<file path="src/rtl/bankGuardPkg.sv">
package bankGuardPkg;

  typedef struct packed {
    logic fire;
    logic isWrite;
    logic bank;
  } ctrlStrobes_t;

endpackage

</file>
<file path="src/rtl/bankGuardCtrl.sv">
module bankGuardCtrl
  import bankGuardPkg::*;
#(
  parameter int NUM_REGIONS = 2,
  parameter int REGION_W = 1
) (
  input  logic                   clk,
  input  logic                   rstN,
  input  logic [NUM_REGIONS-1:0] initStart,
  input  logic [NUM_REGIONS-1:0] selWrite,
  input  logic [NUM_REGIONS-1:0] selValue,
  input  logic [NUM_REGIONS-1:0] memFault,
  input  logic                   accValid,
  input  logic                   accWrite,
  input  logic [REGION_W-1:0]    accRegion,
  output logic [NUM_REGIONS-1:0] bankSel,
  output logic [NUM_REGIONS-1:0] seqErr,
  output logic [NUM_REGIONS-1:0] faultErr,
  output ctrlStrobes_t           strobes
);

  logic [NUM_REGIONS-1:0] writtenQ;
  logic [NUM_REGIONS-1:0] hitWrite;
  logic [NUM_REGIONS-1:0] lateSel;
  logic [NUM_REGIONS-1:0] badUpper;

  always_comb begin
    strobes.fire    = accValid;
    strobes.isWrite = accWrite;
    strobes.bank    = bankSel[accRegion];
  end

  for (genvar i = 0; i < NUM_REGIONS; i++) begin : g_region
    always_comb begin
      hitWrite[i] = accValid && accWrite && (accRegion == REGION_W'(i));
      lateSel[i]  = selWrite[i] && writtenQ[i] && !initStart[i];
      badUpper[i] = selWrite[i] && selValue[i] && !memFault[i];
    end

    always_ff @(posedge clk or negedge rstN) begin
      if (!rstN) begin
        bankSel[i]  <= 1'b0;
        writtenQ[i] <= 1'b0;
        seqErr[i]   <= 1'b0;
        faultErr[i] <= 1'b0;
      end else begin
        if (selWrite[i]) bankSel[i] <= selValue[i];
        if (hitWrite[i]) writtenQ[i] <= 1'b1;
        else if (initStart[i]) writtenQ[i] <= 1'b0;
        if (lateSel[i]) seqErr[i] <= 1'b1;
        if (badUpper[i]) faultErr[i] <= 1'b1;
      end
    end

    // a select write lands in the select output next cycle
    p_sel_loads_r3: assert property (@(posedge clk) disable iff (!rstN)
      selWrite[i] |=> bankSel[i] == $past(selValue[i]));
    // without a select write the bit holds
    p_sel_holds_r3: assert property (@(posedge clk) disable iff (!rstN)
      !selWrite[i] |=> $stable(bankSel[i]));
    // both error flags are sticky
    p_seq_sticky_r6: assert property (@(posedge clk) disable iff (!rstN)
      seqErr[i] |=> seqErr[i]);
    p_fault_sticky_r6: assert property (@(posedge clk) disable iff (!rstN)
      faultErr[i] |=> faultErr[i]);
    // a write to the region followed by a select write without a start pulse is flagged
    p_late_flag_r5: assert property (@(posedge clk) disable iff (!rstN)
      hitWrite[i] ##1 (selWrite[i] && !initStart[i]) |=> seqErr[i]);
    // a select write alongside a start pulse never raises a new error
    p_init_sel_legal_r9: assert property (@(posedge clk) disable iff (!rstN)
      (selWrite[i] && initStart[i] && !seqErr[i]) |=> !seqErr[i]);
  end

endmodule

</file>
<file path="src/rtl/bankGuardPath.sv">
module bankGuardPath
  import bankGuardPkg::*;
#(
  parameter int REGION_W = 1,
  parameter int OFFSET_W = 10,
  localparam int ADDR_W = 1 + REGION_W + OFFSET_W
) (
  input  logic                clk,
  input  logic                rstN,
  input  ctrlStrobes_t        strobes,
  input  logic [REGION_W-1:0] accRegion,
  input  logic [OFFSET_W-1:0] accOffset,
  output logic [ADDR_W-1:0]   sramAddr,
  output logic                sramWrite,
  output logic                sramRead
);

  always_ff @(posedge clk or negedge rstN) begin
    if (!rstN) begin
      sramAddr  <= '0;
      sramWrite <= 1'b0;
      sramRead  <= 1'b0;
    end else begin
      sramWrite <= strobes.fire && strobes.isWrite;
      sramRead  <= strobes.fire && !strobes.isWrite;
      if (strobes.fire) sramAddr <= {strobes.bank, accRegion, accOffset};
    end
  end

  // read and write strobes never together
  p_one_strobe_r2: assert property (@(posedge clk) disable iff (!rstN)
    $onehot0({sramWrite, sramRead}));
  // no request, no strobe next cycle
  p_idle_quiet_r2: assert property (@(posedge clk) disable iff (!rstN)
    !strobes.fire |=> !sramWrite && !sramRead);

endmodule

</file>
<file path="src/rtl/sramBankGuard.sv">
module sramBankGuard
  import bankGuardPkg::*;
#(
  parameter int NUM_REGIONS = 2,
  parameter int OFFSET_W = 10,
  localparam int REGION_W = (NUM_REGIONS > 1) ? $clog2(NUM_REGIONS) : 1,
  localparam int ADDR_W = 1 + REGION_W + OFFSET_W
) (
  input  logic                   clk,
  input  logic                   rstN,
  input  logic [NUM_REGIONS-1:0] initStart,
  input  logic [NUM_REGIONS-1:0] selWrite,
  input  logic [NUM_REGIONS-1:0] selValue,
  input  logic [NUM_REGIONS-1:0] memFault,
  input  logic                   accValid,
  input  logic                   accWrite,
  input  logic [REGION_W-1:0]    accRegion,
  input  logic [OFFSET_W-1:0]    accOffset,
  output logic [ADDR_W-1:0]      sramAddr,
  output logic                   sramWrite,
  output logic                   sramRead,
  output logic [NUM_REGIONS-1:0] bankSel,
  output logic [NUM_REGIONS-1:0] seqErr,
  output logic [NUM_REGIONS-1:0] faultErr
);

  ctrlStrobes_t strobes;

  bankGuardCtrl #(.NUM_REGIONS(NUM_REGIONS), .REGION_W(REGION_W)) u_ctrl (
    .clk(clk), .rstN(rstN), .initStart(initStart), .selWrite(selWrite),
    .selValue(selValue), .memFault(memFault), .accValid(accValid),
    .accWrite(accWrite), .accRegion(accRegion), .bankSel(bankSel),
    .seqErr(seqErr), .faultErr(faultErr), .strobes(strobes)
  );

  bankGuardPath #(.REGION_W(REGION_W), .OFFSET_W(OFFSET_W)) u_path (
    .clk(clk), .rstN(rstN), .strobes(strobes), .accRegion(accRegion),
    .accOffset(accOffset), .sramAddr(sramAddr), .sramWrite(sramWrite),
    .sramRead(sramRead)
  );

endmodule

</file>
<file path="config.mk">
export PLATFORM = sky130hd
export DESIGN_NAME = sramBankGuard
export DESIGN_NICKNAME = d
export VERILOG_FILES = /design/src/rtl/bankGuardPkg.sv /design/src/rtl/bankGuardCtrl.sv /design/src/rtl/bankGuardPath.sv /design/src/rtl/sramBankGuard.sv
export SDC_FILE = /design/constraint.sdc
export NUM_CORES = 1
export LEC_CHECK = 0
export BUFFER_PORTS_ARGS = -buffer_cell sky130_fd_sc_hd__buf_2
export CAP_MARGIN = 10
export CORE_ASPECT_RATIO = 1.5
export CORE_MARGIN = 1.5
export CORE_UTILIZATION = 35
export DETAILED_ROUTE_END_ITERATION = 10
export GPL_ROUTABILITY_DRIVEN = 0
export PLACE_DENSITY = 0.68
export SYNTH_ARGS = -nofsm -noshare
export SYNTH_HDL_FRONTEND = slang
export SYNTH_SLANG_ARGS = --single-unit
</file>
<file path="constraint.sdc">
create_clock -name clk -period 0.9 [get_ports clk]
set_input_delay 0.18 -clock clk [delete_from_list [all_inputs] [get_ports clk]]
set_output_delay 0.18 -clock clk [all_outputs]
set_load 0.05 [all_outputs]
</file>
==> impl_metrics.yaml <==
timing:
  timing.fmax_mhz: 933
  finalCritPeriodShare: 1.19
  slew_viol_final: 0
  setup_ws_ns: -0.171
  worst_slew_pin_slew_ns: 0.472
  setup_viol: 24
  fin_tns_setup_ns: -3.23
  clock_skew_ns: 0.00559
  relSlewSlack: 0.685
  period_needed_ns: 1.07
  finalHoldViolCount: 0
  rsz0062_at_grt: "true"
setup_path:
  end_kind: "output port"
  max_stage_delay_ns: 0.44
  arrival_ns: 0.89
  critPathMaxFanout: 2
  cp_top_family: "flip-flops"
  start_kind: "flip-flop"
  critPathKind: "reg2out"
  cp.buffers_inverters: 1
  critPathRequiredTime_ns: 0.72
  crit_chain: "buf_6"
  cp_slowest_cell: "dfrtp_2"
power_and_ir_drop:
  pwr-share-clk: 0.218
  vdd_drop_max_v: 0.00105
  p_seq_frac: 0.476
  p_int_mw: 1.67
  p_sw_frac: 0.310
  leakagePower_nw: 0.666
  p_total_mw: 2.42
  p_per_area_nw_per_um2: 1780
  p_switching_mw: 0.749
  comb_power_share: 0.306
final_layout:
  fin_util: 0.601
  layout.cells.non_filler: 133
  antennaDiodeCount: 0
  nets: 134
  mostFrequentLayoutCell: "buf_6"
  fillers: 196
  drive_gt1_frac: 0.764
  syn_to_final_growth_pct: 59.8
  final_cell_mix: "buf_6, buf_2, dfrtp_2"
floorplan:
  start_util: 0.376
  io_pins: 43
  coreArea_sq_um: 2260
  rows: 21
  die_h_um: 63.3
  die_width_um: 43.2
  die-area_sq_um: 2740
routing:
  drt_first_iter_violations: 5
  drt-total-wl_um: 1720
  vias: 625
  via_per_inst: 4.70
  post_drt_wl_per_cell_um: 12.9
  drt_first_pass_iters: 4
  drc: 0
  ant_nets: 0
job:
  drv_cap: 0
logic_synthesis:
  synth.avg_cell_area_sq_um: 15.4
  syn_inst: 55
  ys_ff_latch: 22
  yosysWarnings: 0
  ys_types: 16
  synth_seq_area_share: 0.648
  netlist_area_sq_um: 850
  syn_nets: 78
clocking:
  clockRootBuffer: "clkbuf_4"
  clk_latency_ns: 0.30
  clock_sinks: 22
  cts_max_level: 1
  cts.clk_slew.worst_paths_ns: 0.12
  clockBufferDepth: 2
  cts_tree: "yes"
  numCtsBuffers: 3
run_status:
  outcome: "complete, but fails checks"
  violations: "setup timing"
placed_design:
  hpwl_um: 1160
  port_buffers: 42
  place_inst: 119
hold_path:
  hold_class: "in2reg"
grt:
  grt_start_max_net_pins: 23
  grt-ovfl-total: 0
  grt_pass1_wl_um: 3040
  grt_usage: 0.147
  antenna_found_initial: 0
  grt_pass1_vias: 684
-- layout make-up --
class	instances	area (sq um)	share of cell area
multi-input combinational	26	249	0.183
tap	23	28.8	0.0212
inverter	5	18.8	0.0138
clock buffer	4	36.3	0.0267
sequential	22	569	0.419
timing repair buffer	53	455	0.335
-- stage by stage --
stage,cell area [sq um],hold WS (ns),worst slack (ns)
finish,1360,0.0342,-0.171
global route,1360,0.0167,-0.213
CTS,1320,0.0260,-0.172
detailed placement,1100,0.168,-0.0171
global placement,1100,0.161,0.0138
floorplan,868,-0.116,-0.00946
-- sequential cells by signal, summed over array words and instances, names as in the netlist --
name	count
u_path.sramRead	1
u_path.sramWrite	1
u_ctrl.bankSel	2
u_ctrl.faultErr	2
u_ctrl.seqErr	2
u_path.sramAddr	12
u_ctrl.writtenQ	2
-- final timing paths --
path / start / to / slack (ns) / cells after the start
min in group asynchronous: rstN / u_path.sramAddr[9] / 0.35 / 2
worst max-delay path: u_ctrl.bankSel[0] / bankSel[0] / -0.17 / 1
worst min register to register: u_ctrl.seqErr[0] / u_ctrl.seqErr[0] / 0.50 / 1
worst max register to register: u_path.sramAddr[9] / u_path.sramAddr[9] / -0.12 / 3
worst min-delay path: accWrite / u_path.sramRead / 0.03 / 2
max in group asynchronous: rstN / u_path.sramAddr[2] / 0.20 / 2
-- power groups by stage --
stage	clock network, mW	logic (mW)	registers, mW
2_1_floorplan	0	0.133	1.42
3_3_place_gp	0	0.571	1.14
3_5_place_dp	0	0.573	1.15
4_1_cts	0.538	0.713	1.14
5_1_grt	0.588	0.780	1.16
6_report	0.526	0.740	1.15
-- logic make-up (layout without fill, tap and decap cells) --
group,count (synthesis),count (layout),share of synthesized area
AO/OA/AOI/OAI,9,9,0.0766
multiplexers,12,12,0.189
flip-flops,22,22,0.648
AND/OR/NAND/NOR,5,5,0.0280
buffers and inverters,7,62,0.0589
-- cells in the mapped netlist --
| master | number | area [sq um] |
|---|---|---|
| a31o_2 | 2 | 17.5 |
| buf_12 | 1 | 20.0 |
| a21oi_1 | 1 | 5.00 |
| nor2_1 | 1 | 3.75 |
| a22o_1 | 2 | 17.5 |
| nand2_1 | 2 | 7.51 |
| o21ai_0 | 2 | 10.0 |
| dfrtp_1 | 22 | 551 |
| buf_6 | 1 | 11.3 |
| mux2_4 | 7 | 105 |
| inv_1 | 5 | 18.8 |
| mux2i_1 | 1 | 10.0 |
| mux2_2 | 4 | 45.0 |
| and2_1 | 1 | 6.26 |
| nor2b_1 | 1 | 6.26 |
| o21bai_1 | 2 | 15.0 |
-- what timing repair did --
item	4_1_cts	5_1_grt
endpoints found under the setup margin	20	25
hold endpoints to repair	22	0
setup buffers	7	4
gates resized for setup	40	6
pin swaps	0	1
hold buffers	1	0
-- metal layers --
| layer | share of wire | wire length (um) | vias up | GRT usage |
|---|---|---|---|---|
| li1 | - | - | 296 | - |
| met1 | 0.39 | 661 | 300 | 0.183 |
| met2 | 0.54 | 923 | 27 | 0.231 |
| met3 | 0.059 | 102 | 2 | 0.0315 |
| met4 | 0.016 | 27 | 0 | 0.0795 |
| met5 | 0 | 0 | - | 0 |
Power figures use the tool's default switching activity.
